### src/rtl/i2c_win_pkg.sv
package i2c_win_pkg;
    localparam int PTR_W  = 16;
    localparam int BYTE_W = 8;

    typedef enum logic [2:0] {
        ST_IDLE,
        ST_RX,
        ST_STRETCH,
        ST_ACK,
        ST_TX,
        ST_MACK,
        ST_RDWAIT
    } st_t;

    typedef enum logic [1:0] {
        FLD_DEV,
        FLD_PHI,
        FLD_PLO,
        FLD_DATA
    } fld_t;
endpackage

### src/rtl/i2c_win_sync.sv
module i2c_win_sync #(
    parameter int W      = 2,
    parameter int STAGES = 2
) (
    input  logic         clk,
    input  logic         rst_n,
    input  logic [W-1:0] d,
    output logic [W-1:0] q
);
    logic [W-1:0] stage [STAGES];

    genvar g;
    generate
        for (g = 0; g < STAGES; g++) begin : g_stage
            if (g == 0) begin : g_first
                always_ff @(posedge clk or negedge rst_n) begin
                    if (!rst_n) stage[g] <= '1;
                    else        stage[g] <= d;
                end
            end else begin : g_next
                always_ff @(posedge clk or negedge rst_n) begin
                    if (!rst_n) stage[g] <= '1;
                    else        stage[g] <= stage[g-1];
                end
            end
        end
    endgenerate

    assign q = stage[STAGES-1];
endmodule

### src/rtl/i2c_win_cond.sv
module i2c_win_cond (
    input  logic clk,
    input  logic rst_n,
    input  logic scl_s,
    input  logic sda_s,
    output logic bus_start,
    output logic bus_stop,
    output logic scl_rise,
    output logic scl_fall
);
    logic scl_p;
    logic sda_p;

    always_ff @(posedge clk or negedge rst_n) begin
        if (!rst_n) begin
            scl_p <= 1'b1;
            sda_p <= 1'b1;
        end else begin
            scl_p <= scl_s;
            sda_p <= sda_s;
        end
    end

    assign bus_start = scl_s && scl_p && sda_p && !sda_s;
    assign bus_stop  = scl_s && scl_p && !sda_p && sda_s;
    assign scl_rise  = scl_s && !scl_p;
    assign scl_fall  = !scl_s && scl_p;
endmodule

### src/rtl/i2c_win_ptr.sv
module i2c_win_ptr
    import i2c_win_pkg::*;
(
    input  logic              clk,
    input  logic              rst_n,
    input  logic              win_open,
    input  logic [PTR_W-1:0]  default_ptr,
    input  logic              ld_hi,
    input  logic              ld_lo,
    input  logic              step,
    input  logic [BYTE_W-1:0] byte_in,
    output logic [PTR_W-1:0]  ptr,
    output logic              win_held
);
    always_ff @(posedge clk or negedge rst_n) begin
        if (!rst_n) begin
            ptr      <= '0;
            win_held <= 1'b0;
        end else begin
            win_held <= win_open;
            if (win_open && !win_held)
                ptr <= default_ptr;
            else if (ld_hi)
                ptr[PTR_W-1 -: BYTE_W] <= byte_in;
            else if (ld_lo)
                ptr[BYTE_W-1:0] <= byte_in;
            else if (step)
                ptr <= ptr + 1'b1;
        end
    end
endmodule

### src/rtl/i2c_win_fsm.sv
module i2c_win_fsm
    import i2c_win_pkg::*;
#(
    parameter logic [6:0]       DEV_ADDR = 7'b1110100,
    parameter logic [PTR_W-1:0] END_ADDR = 16'hEEEE
) (
    input  logic              clk,
    input  logic              rst_n,
    input  logic              bus_start,
    input  logic              bus_stop,
    input  logic              scl_rise,
    input  logic              scl_fall,
    input  logic              sda_s,
    input  logic              win_ok,
    input  logic              low_power,
    input  logic [PTR_W-1:0]  ptr,
    input  logic [BYTE_W-1:0] rf_rdata,
    output logic              scl_oe,
    output logic              sda_oe,
    output logic              rf_wr_en,
    output logic              rf_rd_en,
    output logic [BYTE_W-1:0] rf_wdata,
    output logic              ptr_ld_hi,
    output logic              ptr_ld_lo,
    output logic              ptr_step,
    output logic              win_end,
    output logic              wake_req
);
    localparam logic [3:0] BITS_DONE = 4'(BYTE_W);
    localparam logic [3:0] TX_LAST   = 4'(BYTE_W - 1);

    st_t               state, st_n;
    fld_t              fld;
    logic [3:0]        cnt;
    logic [BYTE_W-1:0] rx_sh;
    logic [BYTE_W-1:0] tx_sh;
    logic              rd_mode;
    logic              end_armed;
    logic              ld_pend;
    logic              byte_done;
    logic              wake_set;
    logic              rd_go;
    logic              wr_go;

    assign byte_done = (state == ST_RX) && scl_fall && (cnt == BITS_DONE);

    // state register
    always_ff @(posedge clk or negedge rst_n) begin
        if (!rst_n) state <= ST_IDLE;
        else        state <= st_n;
    end

    // next state and strobes
    always_comb begin
        st_n      = state;
        wake_set  = 1'b0;
        rd_go     = 1'b0;
        wr_go     = 1'b0;
        ptr_ld_hi = 1'b0;
        ptr_ld_lo = 1'b0;
        if (bus_start) begin
            st_n = ST_RX;
        end else if (bus_stop) begin
            st_n = ST_IDLE;
        end else begin
            unique case (state)
                ST_IDLE: st_n = ST_IDLE;
                ST_RX: begin
                    if (byte_done) begin
                        unique case (fld)
                            FLD_DEV: begin
                                if (rx_sh[7:1] != DEV_ADDR) begin
                                    st_n = ST_IDLE;
                                end else if (low_power) begin
                                    st_n     = ST_IDLE;
                                    wake_set = 1'b1;
                                end else if (!win_ok) begin
                                    st_n = ST_STRETCH;
                                end else begin
                                    st_n  = ST_ACK;
                                    rd_go = rx_sh[0];
                                end
                            end
                            FLD_PHI: begin
                                st_n      = ST_ACK;
                                ptr_ld_hi = 1'b1;
                            end
                            FLD_PLO: begin
                                st_n      = ST_ACK;
                                ptr_ld_lo = 1'b1;
                            end
                            FLD_DATA: begin
                                st_n  = ST_ACK;
                                wr_go = 1'b1;
                            end
                        endcase
                    end
                end
                ST_STRETCH: begin
                    if (win_ok) begin
                        st_n  = ST_ACK;
                        rd_go = rx_sh[0];
                    end
                end
                ST_ACK: begin
                    if (scl_fall) st_n = rd_mode ? ST_TX : ST_RX;
                end
                ST_TX: begin
                    if (scl_fall && cnt == TX_LAST) st_n = ST_MACK;
                end
                ST_MACK: begin
                    if (scl_rise) begin
                        if (sda_s) begin
                            st_n = ST_IDLE;
                        end else begin
                            st_n  = ST_RDWAIT;
                            rd_go = 1'b1;
                        end
                    end
                end
                ST_RDWAIT: begin
                    if (scl_fall) st_n = ST_TX;
                end
            endcase
        end
    end

    // line drivers and register port
    always_comb begin
        scl_oe   = (state == ST_STRETCH);
        sda_oe   = (state == ST_ACK) || (state == ST_STRETCH) ||
                   ((state == ST_TX) && !tx_sh[BYTE_W-1]);
        rf_wr_en = wr_go;
        rf_rd_en = rd_go;
        rf_wdata = rx_sh;
        ptr_step = wr_go || rd_go;
    end

    // datapath
    always_ff @(posedge clk or negedge rst_n) begin
        if (!rst_n) begin
            fld       <= FLD_DEV;
            cnt       <= '0;
            rx_sh     <= '0;
            tx_sh     <= '1;
            rd_mode   <= 1'b0;
            end_armed <= 1'b0;
            ld_pend   <= 1'b0;
            win_end   <= 1'b0;
            wake_req  <= 1'b0;
        end else begin
            ld_pend  <= rd_go;
            wake_req <= wake_set;
            win_end  <= bus_stop && end_armed;
            if (ld_pend) tx_sh <= rf_rdata;
            if (bus_start) begin
                fld       <= FLD_DEV;
                cnt       <= '0;
                rd_mode   <= 1'b0;
                end_armed <= 1'b0;
            end else if (bus_stop) begin
                end_armed <= 1'b0;
                cnt       <= '0;
            end else begin
                if (state == ST_RX && scl_rise && cnt != BITS_DONE) begin
                    rx_sh <= {rx_sh[BYTE_W-2:0], sda_s};
                    cnt   <= cnt + 1'b1;
                end
                if (byte_done) begin
                    cnt <= '0;
                    unique case (fld)
                        FLD_DEV: begin
                            fld     <= FLD_PHI;
                            rd_mode <= rx_sh[0];
                        end
                        FLD_PHI: fld <= FLD_PLO;
                        FLD_PLO: fld <= FLD_DATA;
                        FLD_DATA: end_armed <= (ptr == END_ADDR);
                    endcase
                end
                if (state == ST_ACK && scl_fall) cnt <= '0;
                if (state == ST_RDWAIT && scl_fall) cnt <= '0;
                if (state == ST_TX && scl_fall) begin
                    cnt   <= cnt + 1'b1;
                    tx_sh <= {tx_sh[BYTE_W-2:0], 1'b1};
                end
            end
        end
    end
endmodule

### src/rtl/i2c_win_target.sv
module i2c_win_target
    import i2c_win_pkg::*;
#(
    parameter logic [6:0]  DEV_ADDR    = 7'b1110100,
    parameter logic [15:0] END_ADDR    = 16'hEEEE,
    parameter int          SYNC_STAGES = 2
) (
    input  logic        clk,
    input  logic        rst_n,
    input  logic        scl_i,
    input  logic        sda_i,
    output logic        scl_oe,
    output logic        sda_oe,
    input  logic        win_open,
    input  logic        low_power,
    input  logic [15:0] default_ptr,
    output logic        wake_req,
    output logic        win_end,
    output logic [15:0] rf_addr,
    output logic        rf_wr_en,
    output logic [7:0]  rf_wdata,
    output logic        rf_rd_en,
    input  logic [7:0]  rf_rdata
);
    logic [1:0]       line_s;
    logic             bus_start, bus_stop, scl_rise, scl_fall;
    logic             ptr_ld_hi, ptr_ld_lo, ptr_step, win_held;
    logic [PTR_W-1:0] ptr;

    i2c_win_sync #(.W(2), .STAGES(SYNC_STAGES)) u_sync (
        .clk   (clk),
        .rst_n (rst_n),
        .d     ({scl_i, sda_i}),
        .q     (line_s)
    );

    i2c_win_cond u_cond (
        .clk       (clk),
        .rst_n     (rst_n),
        .scl_s     (line_s[1]),
        .sda_s     (line_s[0]),
        .bus_start (bus_start),
        .bus_stop  (bus_stop),
        .scl_rise  (scl_rise),
        .scl_fall  (scl_fall)
    );

    i2c_win_ptr u_ptr (
        .clk         (clk),
        .rst_n       (rst_n),
        .win_open    (win_open),
        .default_ptr (default_ptr),
        .ld_hi       (ptr_ld_hi),
        .ld_lo       (ptr_ld_lo),
        .step        (ptr_step),
        .byte_in     (rf_wdata),
        .ptr         (ptr),
        .win_held    (win_held)
    );

    i2c_win_fsm #(.DEV_ADDR(DEV_ADDR), .END_ADDR(END_ADDR)) u_fsm (
        .clk       (clk),
        .rst_n     (rst_n),
        .bus_start (bus_start),
        .bus_stop  (bus_stop),
        .scl_rise  (scl_rise),
        .scl_fall  (scl_fall),
        .sda_s     (line_s[0]),
        .win_ok    (win_open && win_held),
        .low_power (low_power),
        .ptr       (ptr),
        .rf_rdata  (rf_rdata),
        .scl_oe    (scl_oe),
        .sda_oe    (sda_oe),
        .rf_wr_en  (rf_wr_en),
        .rf_rd_en  (rf_rd_en),
        .rf_wdata  (rf_wdata),
        .ptr_ld_hi (ptr_ld_hi),
        .ptr_ld_lo (ptr_ld_lo),
        .ptr_step  (ptr_step),
        .win_end   (win_end),
        .wake_req  (wake_req)
    );

    assign rf_addr = ptr;
endmodule

### config.mk
export PLATFORM = sky130hd
export DESIGN_NAME = i2c_win_target
export DESIGN_NICKNAME = d
export VERILOG_FILES = /design/src/rtl/i2c_win_pkg.sv /design/src/rtl/i2c_win_sync.sv /design/src/rtl/i2c_win_cond.sv /design/src/rtl/i2c_win_ptr.sv /design/src/rtl/i2c_win_fsm.sv /design/src/rtl/i2c_win_target.sv
export SDC_FILE = /design/constraint.sdc
export NUM_CORES = 1
export LEC_CHECK = 0
export ABC_AREA = 1
export BUFFER_PORTS_ARGS = -buffer_cell sky130_fd_sc_hd__buf_4
export CAP_MARGIN = 20
export CORE_ASPECT_RATIO = 0.8
export CORE_UTILIZATION = 50
export CTS_CLUSTER_SIZE = 12
export DETAILED_ROUTE_END_ITERATION = 6
export HOLD_SLACK_MARGIN = 0.12
export PLACE_DENSITY = 0.8
export RECOVER_POWER = 100
export SYNTH_ARGS = -nofsm -noshare
export SYNTH_HDL_FRONTEND = slang
export SYNTH_SLANG_ARGS = --single-unit
### constraint.sdc
create_clock -name clk -period 2 [get_ports clk]
set_input_delay 0.6 -clock clk [delete_from_list [all_inputs] [get_ports clk]]
set_output_delay 0.6 -clock clk [all_outputs]
set_load 0.01 [all_outputs]
* Word level (Yosys, flattened, before mapping)
Index checks and enable logic that the tools add are counted.
Widths: inputs -> output; s select.
** Cells by class
- Equality and inequality tests :: 23
- $add $sub $neg :: 2
- Muxes and demuxes :: 76
- Reductions and logical operators :: 46
- Bitwise logic cells :: 2
** Operators with widths (number)
- $mux 8 :: 8
- $mux 1 :: 40
- $mux 3 :: 12
- $mux 16 :: 2
- $mux 4 :: 7
- $pmux 3 s7 :: 1
- $ne 4x2->1 const B :: 5
- $logic_and 1x1->1 :: 19
- $add 16x1->16 const B :: 1
- $eq 16x16->1 const B :: 1
- $reduce_bool 3->1 :: 4
- $eq 3x3->1 const B :: 3
- $reduce_and 3->1 :: 3
- $ne 7x7->1 const B :: 1
- $reduce_bool 7->1 :: 1
- $eq 3x2->1 const B :: 2
- $logic_not 1->1 :: 6
- $mux 2 :: 3
- $pmux 2 s3 :: 1
- $pmux 3 s2 :: 1
- $reduce_and 2->1 :: 3
- $reduce_and 6->1 :: 1
- $add 4x1->4 const B :: 1
- $eq 2x2->1 const B :: 2
- 17 further kinds :: 21
** Word-level totals
- Word-level logic and storage cells :: 166
- Output and inout bits :: 30
- Bits of input ports :: 30
- Flip-flop bits (word level) :: 53

* Logic depth before layout (Yosys ltp)
- Depth after elaboration :: 14
- Mapped depth :: 14
- Mapped depth without buffers :: 13

* Modules after synthesis
A second synthesis with hierarchy kept.
** Unflattened totals
- Cell total of the unflattened synthesis :: 492
- Area, all modules :: 3462.1 um2
** Modules (own cells, without submodules)
- i2c_win_fsm :: seq. area each 760.7 um2, area each 1861.8 um2, instances 1, cells an instance 252
- i2c_win_ptr :: seq. area each 425.4 um2, area each 1378.8 um2, instances 1, cells an instance 219
- i2c_win_sync :: seq. area each 105.1 um2, area each 120.1 um2, instances 1, cells an instance 6
- i2c_win_cond :: seq. area each 52.6 um2, area each 93.8 um2, instances 1, cells an instance 13
- i2c_win_target :: seq. area each 0.0 um2, area each 7.5 um2, instances 1, cells an instance 2

* Worst setup path before layout
OpenSTA, ideal clock, no wires.
- Path type :: register -> output
- Start point :: register u_fsm.cnt[0]
- End point :: output rf_wr_en
- Cell stages (with the launch flop) :: 9
- Slack :: 0.137 ns
- Required time :: 1.400 ns
- Arrival time :: 1.263 ns
- Buffers on the path :: 0
- Cell sequence :: dfrtp_1 inv_1 ha_1 nand3_1 nor2_2 nand2_4 inv_2 nand2_1 inv_1
** On the way
- Word-level cells in the longest chain between the ends :: 6
** RTL lines
- from (decl) :: RTL line i2c_win_fsm.sv:34 : logic [3:0] cnt;
- from (signal assigned) :: RTL line i2c_win_fsm.sv:167 : cnt <= cnt + 1'b1;
- from (signal assigned) :: RTL line i2c_win_fsm.sv:184 : cnt <= cnt + 1'b1;
- $eq 4x4->1 :: RTL line i2c_win_fsm.sv:45 : assign byte_done = (state == ST_RX) && scl_fall && (cnt == BITS_DONE);
- $logic_and 1x1->1 :: RTL line i2c_win_fsm.sv:45
- $mux 1 :: RTL line i2c_win_fsm.sv:69 : if (byte_done) begin
- $mux 1 :: RTL line i2c_win_fsm.sv:66 : unique case (state)
- $mux 1 :: RTL line i2c_win_fsm.sv:63 : end else if (bus_stop) begin
- $mux 1 :: RTL line i2c_win_fsm.sv:61 : if (bus_start) begin
- to (decl) :: RTL line i2c_win_target.sv:20 : output logic rf_wr_en,
Every way passes these cells.

* Final worst setup path
- Start point :: register u_fsm.cnt[1]
- End point :: output rf_rd_en
** On the way
- Word-level cells in the longest chain between the ends :: 6
** RTL lines
- $eq 4x4->1 :: RTL line i2c_win_fsm.sv:45
- $logic_and 1x1->1 :: RTL line i2c_win_fsm.sv:45
- $mux 1 :: RTL line i2c_win_fsm.sv:69
- $pmux 1 s3 :: RTL line i2c_win_fsm.sv:66
- $mux 1 :: RTL line i2c_win_fsm.sv:63
- $mux 1 :: RTL line i2c_win_fsm.sv:61
- to (decl) :: RTL line i2c_win_target.sv:22 : output logic rf_rd_en,
Every way passes these cells.

==> results.cfg <==
[outcome]
status = finished, violations left
violations = negative setup slack

[cts]
root_buffer = clkbuf_8
cts_buffer_depth = 2
clk_latency_ns = 0.33
cts.sinks = 53
ctsHoldBuffers = 0
path_clk_slew_ns = 0.11
cts_buffers = 5
cts_tree = done
htreeDepth = 2

[place]
dp_hpwl_um = 6330
pre_cts_ws_ns = -0.0267
numPortBuffers = 59
gp_congestion = 0.935
placed_area_um2 = 3960

[yosys]
netlist-cell-type-count = 36
netlist_top_cells_count = nand2_1 (151), inv_1 (54), nand3_1 (51)
synth_enable_flop_cells = 0
yosysSeqAreaShare_pct = 40.9
synth_top_area_share_pct = 29.7
synth_area_per_cell_um2 = 7.22
synth.most_common_cell = nand2_1
ys.flop_type = dfrtp_1
synth_nets = 494
synth_area_leaders = dfrtp_1 (30%), nand2_1 (17%), dfstp_2 (11%)
yosys_warnings = 0
yosysTopAreaCell = dfrtp_1
synth-seq-cells = 53
async_flop_share_pct = 100
synth_area_um2 = 3280
syn-instance-count = 455

[global_route]
overflow = 0
antenna_found_initial = 0
grt_max_degree = 54
grt_use_total_pct = 26.3
grt_first_pass_wirelength_um = 14100
grt_pass1_vias = 2932

[setup_path]
worstPathMaxFanout = 2
path_class = flip-flop to output port
cp-start-kind = flip-flop
arrival_ns = 1.61
end_kind = output port
required_ns = 1.40

[timing]
rsz0062_at_grt = yes
slew_violations = 0
hold_viol_final = 0
fin_crit_sh_pct = 110
clock_skew_ns = 0.0126
fmax_mhz = 453
setup_viol = 2
worst_slew_pin_slew_ns = 1.31
relSlewSlack_pct = 12.4
tns_ns = -0.378
period_needed_ns = 2.21
setup_slack_ns = -0.207

[cells_and_area]
nNetsFinal = 595
drive_above_1_share_pct = 31.2
syn_to_final_growth_pct = 32.9
register_area_um2 = 1350
final_util_pct = 68.5
multiInputGateArea_um2 = 1800
diodes = 0
fillers = 539
postLayoutCellArea_um2 = 4370

[power]
fin_total_pwr_mw = 3.97
vdd_ir_drop_max_mv = 0.486
p_leak_nw = 2.31
power_density_nw_per_um2 = 910

[routing]
firstDrtPassIters = 5
ant_nets = 0
wl_per_cell_um = 13.9
vias_per_cell = 5.27
drt-total-wl_um = 8910
drc = 0
drtIter0Drc = 236
vias = 3376

[floorplanning]
dieArea_um2 = 6900
core_um2 = 6380
io_pins = 60
fp-row-count = 26
start_util_pct = 51.5
fp.dieW_um = 92.6
die_y_um = 74.5

[worst_hold_path]
hp-class = flip-flop to flip-flop

[flow_run]
cap_violations = 0
==> worst max-delay path: stages (launching register included) <==
cell and delay, ns:
dfrtp_1 0.41, inv_2 0.08, ha_4 0.15, nand3_4 0.07, nor2_4 0.12, nand3_2 0.07, o21ai_2 0.13, nand2_2 0.07
inv_2 0.07, buf_6 0.09
==> cells in the final DEF, fill, tap and decap left out, drive strengths merged <==
cell	instances
nand3b	3
nand2	161
o31ai	1
nand3	52
dfstp	14
clkbuf	11
and2	1
ha	9
o311ai	1
xor2	5
nand4	3
o211ai	1
buf	93
nor3	8
mux2i	1
nor2	34
dfrtp	39
xnor2	4
a21oi	11
a21boi	2
o21ai	38
clkinv	1
o21bai	1
inv	62
o41ai	1
==> state kept, by name, indices dropped and copies added (netlist names), 2 cells and up <==
name,flops
u_fsm.rf_wdata,8
u_fsm.tx_sh,8
u_sync.q,2
u_fsm.cnt,4
u_fsm.state,3
u_fsm.fld,2
u_ptr.ptr,16
u_sync.stage,2
==> cell families after synthesis <==
kind of cell	share of synthesized area, %
DFF	40.9
muxes	0.305
and+or+nand+nor	35.7
xor gates and xnor gates	2.40
buffers and inverters	7.96
adders and majority gates	3.43
AOI/OAI and AO/OA	9.26
==> what timing repair did <==
item                       4_1_cts  5_1_grt
cloned                           0        1
setup endpoints to repair        3       19
pin swaps                        4        8
buffers inserted                 9       11
resized for setup               17       28
==> report_power, final <==
group | internal [mW] | switching [mW]
registers | 1.34 | 0.224
clock network | 0.335 | 0.417
logic | 0.732 | 0.922
==> cell type report <==
type	instances	share of cell area, %
Clock buffer	6	2.15
Clock inverter	2	0.459
Inverter	61	5.47
Multi-Input combinational cell	337	41.3
Sequential cell	53	30.8
Tap cell	84	2.41
Timing Repair Buffer	98	17.3
==> final timing paths <==
check / endpoint / slack, ns / cells after the start / start
worst max-delay path: rf_rd_en / -0.21 / 9 / u_fsm.cnt[1]
worst min-delay path: u_sync.q[1] / 0.36 / 0 / u_sync.stage[3]
worst max register to register: u_ptr.ptr[4] / 0.05 / 14 / u_fsm.cnt[1]
worst min register to register: u_sync.q[1] / 0.36 / 0 / u_sync.stage[3]
max in group asynchronous: u_ptr.ptr[2] / 0.57 / 1 / rst_n
min in group asynchronous: u_ptr.ptr[9] / 0.54 / 1 / rst_n
==> metal layers <==
| layer | track usage (%) | up-vias | routed length (um) |
|---|---|---|---|
| met1 | 37.2 | 1591 | 3990 |
| met3 | 6.95 | 13 | 709 |
| met4 | 5.81 | 0 | 113 |
| met2 | 41.0 | 117 | 4100 |
| met5 | 0 | - | 0 |
| li1 | - | 1655 | - |
==> stage by stage <==
stage / hold WS (ns) / std cells
floorplan: 0.304 / 455
global placement: 0.348 / 613
detailed placement: 0.348 / 613
CTS: 0.330 / 630
global route: 0.355 / 641
finish: 0.364 / 641
(Power assumes the default switching activity.)
